<file path="config.mk">
export PLATFORM = sky130hd
export DESIGN_NAME = cfg_twowire_slave
export DESIGN_NICKNAME = d
export VERILOG_FILES = /design/src/rtl/cfg_tw_pkg.sv /design/src/rtl/tw_bus_sync.sv /design/src/rtl/tw_byte_engine.sv /design/src/rtl/tw_reg_bank.sv /design/src/rtl/cfg_twowire_slave.sv
export SDC_FILE = /design/constraint.sdc
export NUM_CORES = 1
export LEC_CHECK = 0
export BUFFER_PORTS_ARGS = -buffer_cell sky130_fd_sc_hd__buf_2
export CAP_MARGIN = 20
export CORE_ASPECT_RATIO = 1.2
export CORE_MARGIN = 2
export CORE_UTILIZATION = 40
export CTS_CLUSTER_SIZE = 24
export DETAILED_ROUTE_END_ITERATION = 6
export SLEW_MARGIN = 5
export SYNTH_ARGS = -nofsm -noshare
export SYNTH_HDL_FRONTEND = slang
export SYNTH_SLANG_ARGS = --single-unit
</file>
<file path="constraint.sdc">
create_clock -name clk -period 2 [get_ports clk]
set_input_delay 0.3 -clock clk [delete_from_list [all_inputs] [get_ports clk]]
set_output_delay 0.3 -clock clk [all_outputs]
set_load 0.02 [all_outputs]
</file>
<file path="src/rtl/cfg_tw_pkg.sv">
`timescale 1ns/1ps
package cfg_tw_pkg;

  typedef enum logic [1:0] {
    ST_IDLE = 2'd0,
    ST_RECV = 2'd1,
    ST_ACK  = 2'd2,
    ST_SKIP = 2'd3
  } tw_state_e;

  // Bytes between the address and the first data byte.
  localparam int unsigned HDR_BYTES = 2;

  // Power-up content of register idx.
  function automatic logic [7:0] reset_byte(input int unsigned idx);
    return (idx == 0) ? 8'hF0 : 8'hFF;
  endfunction

  // Whether the byte at position pos (0 = address) should be acknowledged.
  function automatic logic keep_byte(input int unsigned pos,
                                     input logic [7:0]  val,
                                     input logic [7:0]  dev,
                                     input int unsigned nreg);
    if (pos == 0) return (val == dev);
    return (pos < HDR_BYTES + 1 + nreg);
  endfunction

endpackage

</file>
<file path="src/rtl/tw_bus_sync.sv">
`timescale 1ns/1ps
module tw_bus_sync #(
  parameter int unsigned SYNC_STAGES = 2
) (
  input  logic clk,
  input  logic rst_n,
  input  logic scl_i,
  input  logic sda_i,
  output logic scl_s,
  output logic sda_s,
  output logic scl_rise,
  output logic scl_fall,
  output logic start_evt,
  output logic stop_evt
);
  logic [SYNC_STAGES-1:0] scl_ff, sda_ff;
  logic scl_q, sda_q;

  // Idle-high reset mirrors the bus pull-ups.
  always_ff @(posedge clk or negedge rst_n) begin
    if (!rst_n) begin
      scl_ff <= '1;
      sda_ff <= '1;
      scl_q  <= 1'b1;
      sda_q  <= 1'b1;
    end else begin
      scl_ff <= {scl_ff[SYNC_STAGES-2:0], scl_i};
      sda_ff <= {sda_ff[SYNC_STAGES-2:0], sda_i};
      scl_q  <= scl_s;
      sda_q  <= sda_s;
    end
  end

  assign scl_s     = scl_ff[SYNC_STAGES-1];
  assign sda_s     = sda_ff[SYNC_STAGES-1];
  assign scl_rise  = scl_s & ~scl_q;
  assign scl_fall  = ~scl_s & scl_q;
  assign start_evt = scl_s & scl_q & sda_q & ~sda_s;
  assign stop_evt  = scl_s & scl_q & ~sda_q & sda_s;
endmodule

</file>
<file path="src/rtl/tw_byte_engine.sv">
`timescale 1ns/1ps
module tw_byte_engine
  import cfg_tw_pkg::*;
#(
  parameter logic [7:0]  DEV_ADDR = 8'hD2,
  parameter int unsigned NREG     = 10,
  localparam int unsigned POSW    = $clog2(NREG + HDR_BYTES + 2),
  localparam int unsigned IDXW    = $clog2(NREG)
) (
  input  logic            clk,
  input  logic            rst_n,
  input  logic            sda_s,
  input  logic            scl_rise,
  input  logic            scl_fall,
  input  logic            start_evt,
  input  logic            stop_evt,
  output logic            sda_oe,
  output tw_state_e       state,
  output logic            byte_done,
  output logic            byte_accept,
  output logic            wr_en,
  output logic [IDXW-1:0] wr_idx,
  output logic [7:0]      wr_data
);
  logic [2:0]      bit_cnt;
  logic [7:0]      shreg;
  logic [POSW-1:0] pos;
  logic            got_byte;
  logic            ack_pend;
  logic [7:0]      shift_next;

  assign shift_next  = {shreg[6:0], sda_s};
  assign byte_done   = (state == ST_RECV) && scl_rise && (bit_cnt == 3'd7);
  assign byte_accept = byte_done &&
                       keep_byte(int'(pos), shift_next, DEV_ADDR, NREG);
  assign wr_en       = byte_accept && (int'(pos) > int'(HDR_BYTES));
  assign wr_idx      = IDXW'(pos - POSW'(HDR_BYTES + 1));
  assign wr_data     = shift_next;

  always_ff @(posedge clk or negedge rst_n) begin
    if (!rst_n) begin
      state    <= ST_IDLE;
      bit_cnt  <= '0;
      shreg    <= '0;
      pos      <= '0;
      got_byte <= 1'b0;
      ack_pend <= 1'b0;
      sda_oe   <= 1'b0;
    end else if (start_evt) begin
      state    <= ST_RECV;
      bit_cnt  <= '0;
      pos      <= '0;
      got_byte <= 1'b0;
      ack_pend <= 1'b0;
      sda_oe   <= 1'b0;
    end else if (stop_evt) begin
      state    <= ST_IDLE;
      got_byte <= 1'b0;
      ack_pend <= 1'b0;
      sda_oe   <= 1'b0;
    end else begin
      unique case (state)
        ST_RECV: begin
          if (scl_rise) begin
            shreg   <= shift_next;
            bit_cnt <= bit_cnt + 3'd1;
            if (bit_cnt == 3'd7) begin
              got_byte <= 1'b1;
              ack_pend <= byte_accept;
            end
          end else if (scl_fall && got_byte) begin
            got_byte <= 1'b0;
            if (ack_pend) begin
              state  <= ST_ACK;
              sda_oe <= 1'b1;
            end else begin
              state  <= ST_SKIP;
            end
          end
        end
        ST_ACK: begin
          if (scl_fall) begin
            sda_oe   <= 1'b0;
            ack_pend <= 1'b0;
            bit_cnt  <= '0;
            pos      <= pos + POSW'(1);
            state    <= ST_RECV;
          end
        end
        default: ;
      endcase
    end
  end
endmodule

</file>
<file path="src/rtl/tw_reg_bank.sv">
`timescale 1ns/1ps
module tw_reg_bank
  import cfg_tw_pkg::*;
#(
  parameter int unsigned NREG = 10,
  localparam int unsigned IDXW = $clog2(NREG)
) (
  input  logic              clk,
  input  logic              rst_n,
  input  logic              wr_en,
  input  logic [IDXW-1:0]   wr_idx,
  input  logic [7:0]        wr_data,
  output logic [NREG-1:0]   we_vec,
  output logic [NREG*8-1:0] regs_flat
);
  for (genvar g = 0; g < NREG; g++) begin : g_reg
    logic [7:0] val;
    assign we_vec[g] = wr_en && (wr_idx == IDXW'(g));
    always_ff @(posedge clk or negedge rst_n) begin
      if (!rst_n)         val <= reset_byte(g);
      else if (we_vec[g]) val <= wr_data;
    end
    assign regs_flat[g*8 +: 8] = val;
  end
endmodule

</file>
<file path="src/rtl/cfg_twowire_slave.sv">
`timescale 1ns/1ps
module cfg_twowire_slave
  import cfg_tw_pkg::*;
#(
  parameter logic [7:0]  DEV_ADDR    = 8'hD2,
  parameter int unsigned NREG        = 10,
  parameter int unsigned SYNC_STAGES = 2,
  localparam int unsigned IDXW       = $clog2(NREG)
) (
  input  logic              clk,
  input  logic              rst_n,
  input  logic              scl_i,
  input  logic              sda_i,
  output logic              sda_oe,
  output logic [NREG*8-1:0] cfg_regs
);
  // Internal events, named for the checker.
  logic            scl_s, sda_s, scl_rise, scl_fall;
  logic            start_evt, stop_evt;
  logic            byte_done, byte_accept, wr_en;
  logic [IDXW-1:0] wr_idx;
  logic [7:0]      wr_data;
  logic [NREG-1:0] we_vec;
  tw_state_e       state;

  tw_bus_sync #(.SYNC_STAGES(SYNC_STAGES)) sync_i (
    .clk(clk), .rst_n(rst_n), .scl_i(scl_i), .sda_i(sda_i),
    .scl_s(scl_s), .sda_s(sda_s), .scl_rise(scl_rise), .scl_fall(scl_fall),
    .start_evt(start_evt), .stop_evt(stop_evt)
  );

  tw_byte_engine #(.DEV_ADDR(DEV_ADDR), .NREG(NREG)) eng_i (
    .clk(clk), .rst_n(rst_n), .sda_s(sda_s),
    .scl_rise(scl_rise), .scl_fall(scl_fall),
    .start_evt(start_evt), .stop_evt(stop_evt),
    .sda_oe(sda_oe), .state(state),
    .byte_done(byte_done), .byte_accept(byte_accept),
    .wr_en(wr_en), .wr_idx(wr_idx), .wr_data(wr_data)
  );

  tw_reg_bank #(.NREG(NREG)) bank_i (
    .clk(clk), .rst_n(rst_n), .wr_en(wr_en), .wr_idx(wr_idx),
    .wr_data(wr_data), .we_vec(we_vec), .regs_flat(cfg_regs)
  );
endmodule

</file>
==> impl_results.md, run 1 <==
* Avg Cell Area, Syn at 14.92 um2
* Die Footprint at 0.01294 mm2
* Min-delay worst type: input port to register
* CTS tree: done
* Syn Inst Count at 323
* RSZ-0062 raised after global routing: true
* Fmax at 462.4 MHz
* CTS Buf Count at 9
* Post-synth top flop: dfstp_2
* Most frequent cell after synthesis: dfstp_2
* Gate power share at 26.7%
* I/O Buffers at 84
* Least-Margin Pin Slew at 0.5425 ns
* Synth top cells by count: dfstp_2, mux2_4, mux2_1, dfrtp_1, nor2_1
* CTS Sinks at 105
* Yosys warns at 0
* Die span in x at 104.2 um
* Synth top area share at 44.72%
* Complex-gate fraction of the synthesized area at 3.739%
* Area leader, netlist: dfstp_2
* Initial Utilization at 41.27%
* Final Setup Violations at 80
* Root Driver: clkbuf_16
* CP Class: register to register
* Post-synthesis simple-gate area fraction at 6.102%
* Post-synthesis instance area at 0.004818 mm2
* Setup slack after layout at -0.1626 ns
* Peak supply drop at 0.3716 mV
* Yosys reg bits at 105
* DR DRC count at 0
* # diodes at 0
* Critical path launch point type: register
* Crit path time final at 2.163 ns
* Placed Area at 0.005779 mm2
* Int Pwr at 0.003921 W
* Final instance area at 0.006127 mm2
* First-pass GRT wire length at 16500 um
* Area grow syn2layout at 27.16%
* Number of flops mapped to enable cells by yosys at 0
* Via count at 2905
* Synth unique cells at 38
* Clock Path Buffers at 2
* Pwr Total at 0.005682 W
* Req. time, crit path at 2.27 ns
* Vias in the first global route at 3040
* Grt total ovfl at 0
* Max Slew Vio Count at 0
* Max stage delay on crit path at 0.53 ns
* Largest family of logic cells by synthesized area: multiplexers
* Die H at 124.2 um
* Slowest stage cell, crit path: or4b_4
* Worst EP arrival at 2.43 ns
* Failing checks: negative setup slack
* Total Wirelength at 9955 um
* Drt first-iter violations at 122
* Tot GR Track Use at 16.42%
* Leak Pwr at 2.912 nW
* Core area at 0.01167 mm2
* Post-DP HPWL at 7031 um
* Slew headroom at 63.83%
* Seq/Total Area, Yosys at 56.66%
* CP Capture Type: register
* I/O Pins at 85
* Xor-xnor portion of the synthesized cell area at 1.091%
* Std cell rows at 43
* Sequential power share at 42.1%
* Syn_nets at 338
* Largest net degree at the start of global routing at 50
* ANT nets after route at 0
* Mux share of post-synthesis cell area at 25.79%
* Skew final at 0.01445 ns
* Fin. Hold Viols at 0
* Adder-cell share of the synthesized area at 2.856%
* Final Wtd Congestion at 0.7759
* Status: complete, but fails checks
* Initial antenna violation count at 0
* Vias/cell at 4.842
* Clock power frac at 31.2%
* CP Cell Sequence: or4b_4, o211ai_2, and4bb_1, buf_12, and3_4, mux2_4
* Clk slew on worst S/H paths at 0.07 ns
* Dominant cells by area after synthesis: dfstp_2, mux2_4, dfrtp_1
* Crit-path max FO at 9
* Drt first pass iters at 4
* Tcrit/Tclk final at 108.1%
* Maxcap violations at 0
* Routed wire per std cell at 16.59 um
* Final #Nets at 453
* Power per cell area at 927.3 mW/mm2
* Layout cells sized above 1 at 73.14%
* Clk_lat worst skew at 0.35 ns
* Switch Pwr at 0.001761 W
* Post-synthesis async set-or-reset flop share at 100.0%
* CTS H-tree depth at 3
* Net Sw Frac at 30.99%
per-stage QoR:
| step | setup TNS [ns] | util, % | setup slack, ns | hold slack (ns) | cells |
|---|---|---|---|---|---|
| finish | -10.41 | 52.48 | -0.1626 | 0.04550 | 600 |
| global route | -15.69 | 52.48 | -0.2252 | 0.02961 | 600 |
| CTS | -11.71 | 52.45 | -0.1774 | 0.03034 | 600 |
| detailed placement | -14.98 | 49.50 | -0.2284 | 0.3309 | 582 |
| global placement | -12.83 | 49.50 | -0.1997 | 0.3242 | 582 |
| floorplan | -10.58 | - | -0.1694 | 0.004409 | 323 |
layout make-up:
class,instances,area (um2)
fillers,992,5548
flip-flops and latches,105,2730
multi-input cells,188,2036
repair buffers,126,828.3
clock buffers,10,250.2
well taps,157,196.4
clock inverters,6,56.30
inverters,8,30.03
cell usage in the layout, fill, tap and decap left out, drive strengths merged, types with 2 or more instances in the layout:
cell and n:
nand2 11, mux2i 3, a21oi 5, o22ai 2, nand2b 3, xor2 3
buf 125, dfrtp 23, mux2 89, a31oi 3, clkinv 2, nor2 13
and3 7, dfstp 82, inv 11, clkbuf 10, xnor2 3, nand3 8
o21ai 12, ha 11
kinds of logic (layout without fill, tap and decap cells):
logic type / count (synthesis) / count (layout)
AOI/OAI and AO/OA: 29 / 29
xor gates and xnor gates: 6 / 6
buffers and inverters: 30 / 150
and+or+nand+nor: 50 / 50
DFF: 105 / 105
muxes: 92 / 92
adders and majority gates: 11 / 11
power groups by stage:
| stage | combinational, W | clock [W] | sequential [W] |
|---|---|---|---|
| floorplan | 0.000838 | 0 | 0.00244 |
| global placement | 0.00148 | 0 | 0.00242 |
| detailed placement | 0.00150 | 0 | 0.00243 |
| CTS | 0.00154 | 0.00182 | 0.00239 |
| global route | 0.00171 | 0.00194 | 0.00241 |
| finish | 0.00152 | 0.00177 | 0.00239 |
worst max-delay path: cells and delay by family (launching register included):
kind            cells  cell delay [ns]
flops               1             0.38
simple gates        3             1.09
buf+inv             1             0.14
compound gates      1             0.16
mux                 1             0.32
per-layer routing:
layer	global-route usage (%)	wire length (um)	part of all wire (%)
met3	4.769	331	3.3
met2	27.48	5079	51
met5	0	0	0
met1	20.12	4363	44
met4	5.962	181	1.8
flip-flops by register name, indices dropped and copies added (netlist names):
name / cells
bank_i.g.val: 80
eng_i.ack_pend: 1
eng_i.bit_cnt: 3
eng_i.got_byte: 1
eng_i.pos: 4
eng_i.sda_oe: 1
eng_i.shreg: 7
eng_i.state: 2
sync_i.scl_ff: 2
sync_i.scl_q: 1
sync_i.sda_ff: 2
sync_i.sda_q: 1
worst paths after layout:
check                                         end        startpoint  cells past startpoint  slack, ns
max reg2reg                bank_i.g_reg[3].val[0]    eng_i.shreg[1]                      6      -0.16
max in group asynchronous  bank_i.g_reg[6].val[0]             rst_n                      3       0.83
min in group asynchronous            eng_i.pos[0]             rst_n                      2       0.48
min reg2reg                      sync_i.scl_ff[1]  sync_i.scl_ff[0]                      0       0.36
max                        bank_i.g_reg[3].val[0]    eng_i.shreg[1]                      6      -0.16
min                              sync_i.sda_ff[0]             sda_i                      1       0.05
what timing repair did:
| action | 4_1_cts | 5_1_grt |
|---|---|---|
| endpoints found under the setup margin | 80 | 80 |
| setup buffers | 1 | 0 |
| hold buffers | 1 | 0 |
| resized for setup | 4 | 1 |
| hold endpoints to repair | 14 | 0 |
| pin swaps | 2 | 0 |
Note: power is estimated with default switching activity, not from simulation.
==> run 2: changes to the inputs <==
==> constraint.sdc (replaced) <==
create_clock -name clk -period 1.9 [get_ports clk]
set_input_delay 0.285 -clock clk [delete_from_list [all_inputs] [get_ports clk]]
set_output_delay 0.285 -clock clk [all_outputs]
set_load 0.02 [all_outputs]
==> impl_results.md, run 2 (synthesis results as in run 1) <==
* Largest net degree at the start of global routing at 44 (was 50)
* Met3 usage at 3.616% (was 4.769%)
* Layout cells sized above 1 at 73.88% (was 73.14%)
* CTS Buf Count at 9 (unchanged)
* Drt first pass iters at 4 (unchanged)
* Hold_sp: sda_i (unchanged)
* Reg2Reg Depth at 6 (unchanged)
* Crit path time final at 2.185 ns (was 2.163 ns)
* CTS Sinks at 105 (unchanged)
* Max reg flops at 80 (unchanged)
* Setup tns final at -20.50 ns (was -10.41 ns)
* Clk slew on worst S/H paths at 0.07 ns (about the same)
* Hold Path End: sync_i.sda_ff[0] (unchanged)
* CP Cell Sequence: or4b_4, o211ai_2, and4bb_1, buf_12, and3_4, mux2_4 (unchanged)
* Via count at 2928 (was 2905)
* Area grow syn2layout at 28.69% (was 27.16%)
* CP Buf/Inv Count at 1 (unchanged)
* Most frequent cells in the layout: buf_2, dfstp_2, mux2_4 (unchanged)
* Die H at 124.2 um (unchanged)
* Reg2reg end: bank_i.g_reg[3].val[3] (was bank_i.g_reg[3].val[0])
* Critical path launch point type: register (unchanged)
* Vias in the first global route at 3023 (was 3040)
* Core area at 0.01167 mm2 (unchanged)
* Slew headroom at 76.11% (was 63.83%)
* Register area at 0.002730 mm2 (unchanged)
* Fillcell total at 1011 (was 992)
* Min-delay worst type: input port to register (unchanged)
* Commonest non-fill, non-tap cell in the layout: buf_2 (unchanged)
* Grt total ovfl at 0 (unchanged)
* CTS H-tree depth at 3 (unchanged)
* Fin. Hold Viols at 0 (unchanged)
* First-pass GRT wire length at 16570 um (was 16500 um)
* Crit-path leading delay family: simple AND/OR/NAND/NOR gates (unchanged)
* Status: complete, but fails checks (unchanged)
* Total Wirelength at 10060 um (was 9955 um)
* DR DRC count at 0 (unchanged)
* Tcrit/Tclk final at 115.0% (was 108.1%)
* Fmax at 457.7 MHz (was 462.4 MHz)
* Met1 usage at 20.44% (was 20.12%)
* Placed cell count at 587 (was 582)
* Final core occ at 53.11% (was 52.48%)
* Peak supply drop at 0.5388 mV (was 0.3716 mV)
* Die span in x at 104.2 um (unchanged)
* Initial antenna violation count at 0 (unchanged)
* Tot GR Track Use at 16.37% (was 16.42%)
* CTS tree: done (unchanged)
* Final Setup Violations at 80 (unchanged)
* Routed wire per std cell at 16.63 um (was 16.59 um)
* Leak Pwr at 2.952 nW (was 2.912 nW)
* Vias/cell at 4.840 (was 4.842)
* Least-Margin Pin Slew at 0.3527 ns (was 0.5425 ns)
* Hold depth at 1 (unchanged)
* Finished Layout Cells at 605 (was 600)
* Maxcap violations at 0 (unchanged)
* Top Registers: bank_i.g.val: 80 flops, eng_i.shreg: 7 flops, eng_i.pos: 4 flops (unchanged)
* Met2 Track Usage GR at 27.63% (was 27.48%)
* # diodes at 0 (unchanged)
* CP Capture Type: register (unchanged)
* Final #Nets at 458 (was 453)
* ANT nets after route at 0 (unchanged)
* RSZ-0062 raised after global routing: true (unchanged)
* Failing checks: negative setup slack (unchanged)
* Die Footprint at 0.01294 mm2 (unchanged)
* I/O Buffers at 84 (unchanged)
* Std cell rows at 43 (unchanged)
* Multi-input combinational cell area at 0.002041 mm2 (was 0.002036 mm2)
* Initial Utilization at 41.27% (unchanged)
* Worst EP arrival at 2.45 ns (was 2.43 ns)
* Setup slack after layout at -0.2848 ns (was -0.1626 ns)
* GRT busiest layer: met2 (unchanged)
* WP depth at 6 (unchanged)
* Reg-to-reg slack, setup at -0.28 ns (was -0.16 ns)
* Drt first-iter violations at 110 (was 122)
* Slowest stage cell, crit path: or4b_4 (unchanged)
* CP Class: register to register (unchanged)
* Final Wtd Congestion at 0.7588 (was 0.7759)
* Max stage delay on crit path at 0.53 ns (about the same)
* Largest Register: bank_i.g.val (unchanged)
* Req. time, crit path at 2.17 ns (was 2.27 ns)
* Clock Path Buffers at 2 (unchanged)
* Clk_lat worst skew at 0.35 ns (about the same)
* Worst r2r src: eng_i.shreg[1] (unchanged)
* Max Slew Vio Count at 0 (unchanged)
* Post-DP HPWL at 6908 um (was 7031 um)
* Power per cell area at 1008 mW/mm2 (was 927.3 mW/mm2)
* Crit-path max FO at 9 (unchanged)
* I/O Pins at 85 (unchanged)
* Skew final at 0.01145 ns (was 0.01445 ns)
* Root Driver: clkbuf_16 (unchanged)
[run 2: cell types whose count changed in the layout (fill, tap and decap cells not counted)]
cell	before	now
buf_4	35	39
bufinv_16	0	2
clkinv_4	2	0
inv_6	1	3
inv_8	2	0
a211oi_1	1	0
a211oi_2	0	1
buf_12	7	8
buf_6	0	1
clkbuf_16	10	9
clkinv_2	0	1
dlygate4sd3_1	1	0
[run 2: through the flow]
| step | instance area [um2] | worst slack [ns] | power, W | hold slack, ns |
|---|---|---|---|---|
| after global placement | 5829 | -0.2996 | 0.004162 | 0.3473 |
| after floorplan | 4935 | -0.2694 | 0.003447 | -0.01059 |
| after global routing | 6201 | -0.3696 | 0.006602 | 0.01424 |
| after detailed placement | 5829 | -0.3364 | 0.004214 | 0.3478 |
| final | 6201 | -0.2848 | 0.006250 | 0.03347 |
| after CTS | 6181 | -0.2753 | 0.006280 | 0.01698 |
[run 2: report_power, final]
part	total (W)	leakage (nW)	switching (W)	internal [W]
sequential	0.00252	1.15	0.000106	0.00241
clock	0.00202	0.157	0.000849	0.00117
combinational	0.00172	1.65	0.000908	0.000811
total	0.00625	2.95	0.00186	0.00439
[run 2: what timing repair did]
action / CTS / global route
setup buffers: 1 / 1
pin swaps: 1 / 1
hold buffers: 0 / 0
gates resized for setup: 4 / 3
endpoints found under the setup margin: 80 / 82
[run 2: worst max path at each step]
| stage | to | start | slack (ns) |
|---|---|---|---|
| after CTS | bank_i.g_reg[3].val[3] | eng_i.shreg[1] | -0.28 |
| after global routing | bank_i.g_reg[3].val[3] | eng_i.shreg[1] | -0.37 |
| final | bank_i.g_reg[3].val[3] | eng_i.shreg[1] | -0.28 |
| after floorplan | bank_i.g_reg[1].val[0] | sync_i.sda_ff[1] | -0.27 |
| after global placement | bank_i.g_reg[4].val[7] | eng_i.shreg[2] | -0.30 |
| after detailed placement | bank_i.g_reg[5].val[5] | eng_i.shreg[1] | -0.34 |
[run 2: layer usage]
layer	up-vias	routed length (um)
li1	1366	-
met1	1500	4382
met2	53	5181
met3	9	311
met4	0	187
met5	-	0
[run 2: layout make-up]
class / count / area share, %
Tap cell: 157 / 3.168
Timing Repair Buffer: 131 / 14.18
Clock inverter: 7 / 1.594
Sequential cell: 105 / 44.03
Inverter: 8 / 0.4843
Clock buffer: 9 / 3.632
Multi-Input combinational cell: 188 / 32.91
==> run 3: changes to the inputs <==
--- a/config.mk
+++ b/config.mk
@@ -12,6 +12,7 @@
 export CORE_UTILIZATION = 40
 export CTS_CLUSTER_SIZE = 24
 export DETAILED_ROUTE_END_ITERATION = 6
+export PLACE_DENSITY = 0.68
 export SLEW_MARGIN = 5
 export SYNTH_ARGS = -nofsm -noshare
 export SYNTH_HDL_FRONTEND = slang
==> constraint.sdc (replaced) <==
create_clock -name clk -period 2.55 [get_ports clk]
set_input_delay 0.3825 -clock clk [delete_from_list [all_inputs] [get_ports clk]]
set_output_delay 0.3825 -clock clk [all_outputs]
set_load 0.02 [all_outputs]
==> impl_results.md, run 3 (synthesis results as in run 1) <==
* Final Setup Violations at 0 (was 80)
* Pwr Total at 0.004231 W (was 0.006250 W)
* Reg2reg end: bank_i.g_reg[0].val[3] (was bank_i.g_reg[3].val[3])
* Skew final at 0.004521 ns (was 0.01145 ns)
* First-pass GRT wire length at 15880 um (was 16570 um)
* Reg-to-reg slack, setup at 0.34 ns (was -0.28 ns)
* Fmax at 453.1 MHz (was 457.7 MHz)
* Int Pwr at 0.002977 W (was 0.004387 W)
* Max reg flops at 80 (unchanged)
* Std cell rows at 43 (unchanged)
* DR DRC count at 0 (unchanged)
* CTS Sinks at 105 (unchanged)
* Commonest non-fill, non-tap cell in the layout: buf_2 (unchanged)
* Status: completed (was complete, but fails checks)
* Die H at 124.2 um (unchanged)
* Finished Layout Cells at 578 (was 605)
* CTS-repair resized insts at 0 (was 4)
* Maxcap violations at 0 (unchanged)
* Leak Pwr at 2.738 nW (was 2.952 nW)
* Switch Pwr at 0.001254 W (was 0.001864 W)
* Grt total ovfl at 0 (unchanged)
* Hold_sp: scl_i (was sda_i)
* I/O Pins at 85 (unchanged)
* Core area at 0.01167 mm2 (unchanged)
* Final Wtd Congestion at 0.8521 (was 0.7588)
* Setup tns final at 0 ns (was -20.50 ns)
* Worst EP arrival at 2.43 ns (was 2.45 ns)
* Routed wire per std cell at 16.74 um (was 16.63 um)
* Post-DP HPWL at 6682 um (was 6908 um)
* Least-Margin Pin Slew at 0.6158 ns (was 0.3527 ns)
* Critical path launch point type: register (unchanged)
* Vias in the first global route at 2986 (was 3023)
* Vias/cell at 4.860 (was 4.840)
* Clock power frac at 32.5% (was 32.3%)
* Most frequent cells in the layout: buf_2, dfstp_2, mux2_4 (unchanged)
* Tot GR Track Use at 15.72% (was 16.37%)
* Root Driver: clkbuf_16 (unchanged)
* # diodes at 0 (unchanged)
* ANT nets after route at 0 (unchanged)
* Via count at 2809 (was 2928)
* Initial antenna violation count at 0 (unchanged)
* Power per cell area at 735.0 mW/mm2 (was 1008 mW/mm2)
* Gate power share at 22.7% (was 27.5%)
* Slew headroom at 58.30% (was 76.11%)
* Largest net degree at the start of global routing at 54 (was 44)
* Peak supply drop at 0.3683 mV (was 0.5388 mV)
* Crit path time final at 2.207 ns (was 2.185 ns)
* Tcrit/Tclk final at 86.55% (was 115.0%)
* Final #Nets at 432 (was 458)
* Clk_lat worst skew at 0.34 ns (was 0.35 ns)
* CTS tree: done (unchanged)
* CP Capture Type: register (unchanged)
* Clk slew on worst S/H paths at 0.06 ns (was 0.07 ns)
* Top Registers: bank_i.g.val: 80 flops, eng_i.shreg: 7 flops, eng_i.pos: 4 flops (unchanged)
* Die Footprint at 0.01294 mm2 (unchanged)
* Largest Register: bank_i.g.val (unchanged)
* Clock Path Buffers at 2 (unchanged)
* Max Slew Vio Count at 0 (unchanged)
* Initial Utilization at 41.27% (unchanged)
* Hold depth at 1 (unchanged)
* Drt first-iter violations at 113 (was 110)
* Placed cell count at 562 (was 587)
* Total Wirelength at 9673 um (was 10060 um)
* Crit-path max FO at 8 (was 9)
* CTS Buf Count at 9 (unchanged)
* Worst r2r src: sync_i.sda_ff[1] (was eng_i.shreg[1])
* Area grow syn2layout at 19.45% (was 28.69%)
* Reg2Reg Depth at 6 (unchanged)
* RSZ-0062 raised after global routing: false (was true)
* Min-delay worst type: input port to register (unchanged)
* Die span in x at 104.2 um (unchanged)
* Net Sw Frac at 29.64% (was 29.82%)
* Layout cells sized above 1 at 63.90% (was 73.88%)
* Sequential power share at 44.7% (was 40.2%)
* Fin. Hold Viols at 0 (unchanged)
* I/O Buffers at 84 (unchanged)
* CTS H-tree depth at 3 (unchanged)
* Drt first pass iters at 4 (unchanged)
* CP Class: register to register (unchanged)
* Req. time, crit path at 2.77 ns (was 2.17 ns)
* Hold Path End: sync_i.scl_ff[0] (was sync_i.sda_ff[0])
run 3: area by class of cell:
class                   instances  area, um2
clock inverters                 3      40.04
repair buffers                105      595.6
inverters                       8      30.03
clock buffers                  12      256.5
multi-input cells             188       1907
flip-flops and latches        105       2730
well taps                     157      196.4
fillers                      1034       5919
run 3: through the flow:
stage               hold WS [ns]  cell area [um2]  utilization [%]  worst slack (ns)
floorplan                0.08691             4818                -            0.3517
global placement          0.2437             5449            46.67            0.3957
detailed placement        0.2529             5449            46.67            0.3428
CTS                       0.1265             5756            49.30            0.3270
global route              0.1279             5756            49.30            0.2017
finish                    0.1372             5756            49.30            0.3431
run 3: worst max path at each step:
stage	from	end	slack [ns]	cells past startpoint
finish	sync_i.sda_ff[1]	bank_i.g_reg[0].val[3]	0.34	6
global route	eng_i.pos[0]	bank_i.g_reg[0].val[3]	0.20	7
CTS	sync_i.sda_ff[1]	bank_i.g_reg[0].val[1]	0.33	6
detailed placement	sync_i.sda_ff[1]	bank_i.g_reg[0].val[1]	0.34	6
global placement	sync_i.sda_ff[1]	bank_i.g_reg[0].val[1]	0.40	6
floorplan	sync_i.sda_ff[1]	bank_i.g_reg[1].val[0]	0.35	8
run 3: worst max-delay path, cell delays in order, from the launching register on:
cell,delay [ns]
dfstp_2,0.36
or4b_1,0.53
o211ai_2,0.18
and4bb_1,0.33
buf_4,0.19
nand3_4,0.14
mux2_1,0.35
run 3: routing by layer:
metal | up-vias | global-route usage (%) | wire (um) | share of wire (%)
li1 | 1316 | - | - | -
met1 | 1427 | 18.78 | 4157 | 43
met2 | 55 | 27.83 | 5037 | 52
met3 | 11 | 3.512 | 323 | 3.3
met4 | 0 | 5.326 | 155 | 1.6
met5 | - | 0 | 0 | 0
run 3: timing repair:
item	CTS	global route
hold buffers	1	0
buffers inserted	0	0
endpoints found under the hold margin	4	0
run 3: power by group through the flow:
stage | registers (W) | clock network, W | logic [W]
2_1_floorplan | 0.00191 | 0 | 0.000642
3_3_place_gp | 0.00191 | 0 | 0.000939
3_5_place_dp | 0.00192 | 0 | 0.000972
4_1_cts | 0.00189 | 0.00141 | 0.000981
5_1_grt | 0.00191 | 0.00148 | 0.00107
6_report | 0.00189 | 0.00138 | 0.000962
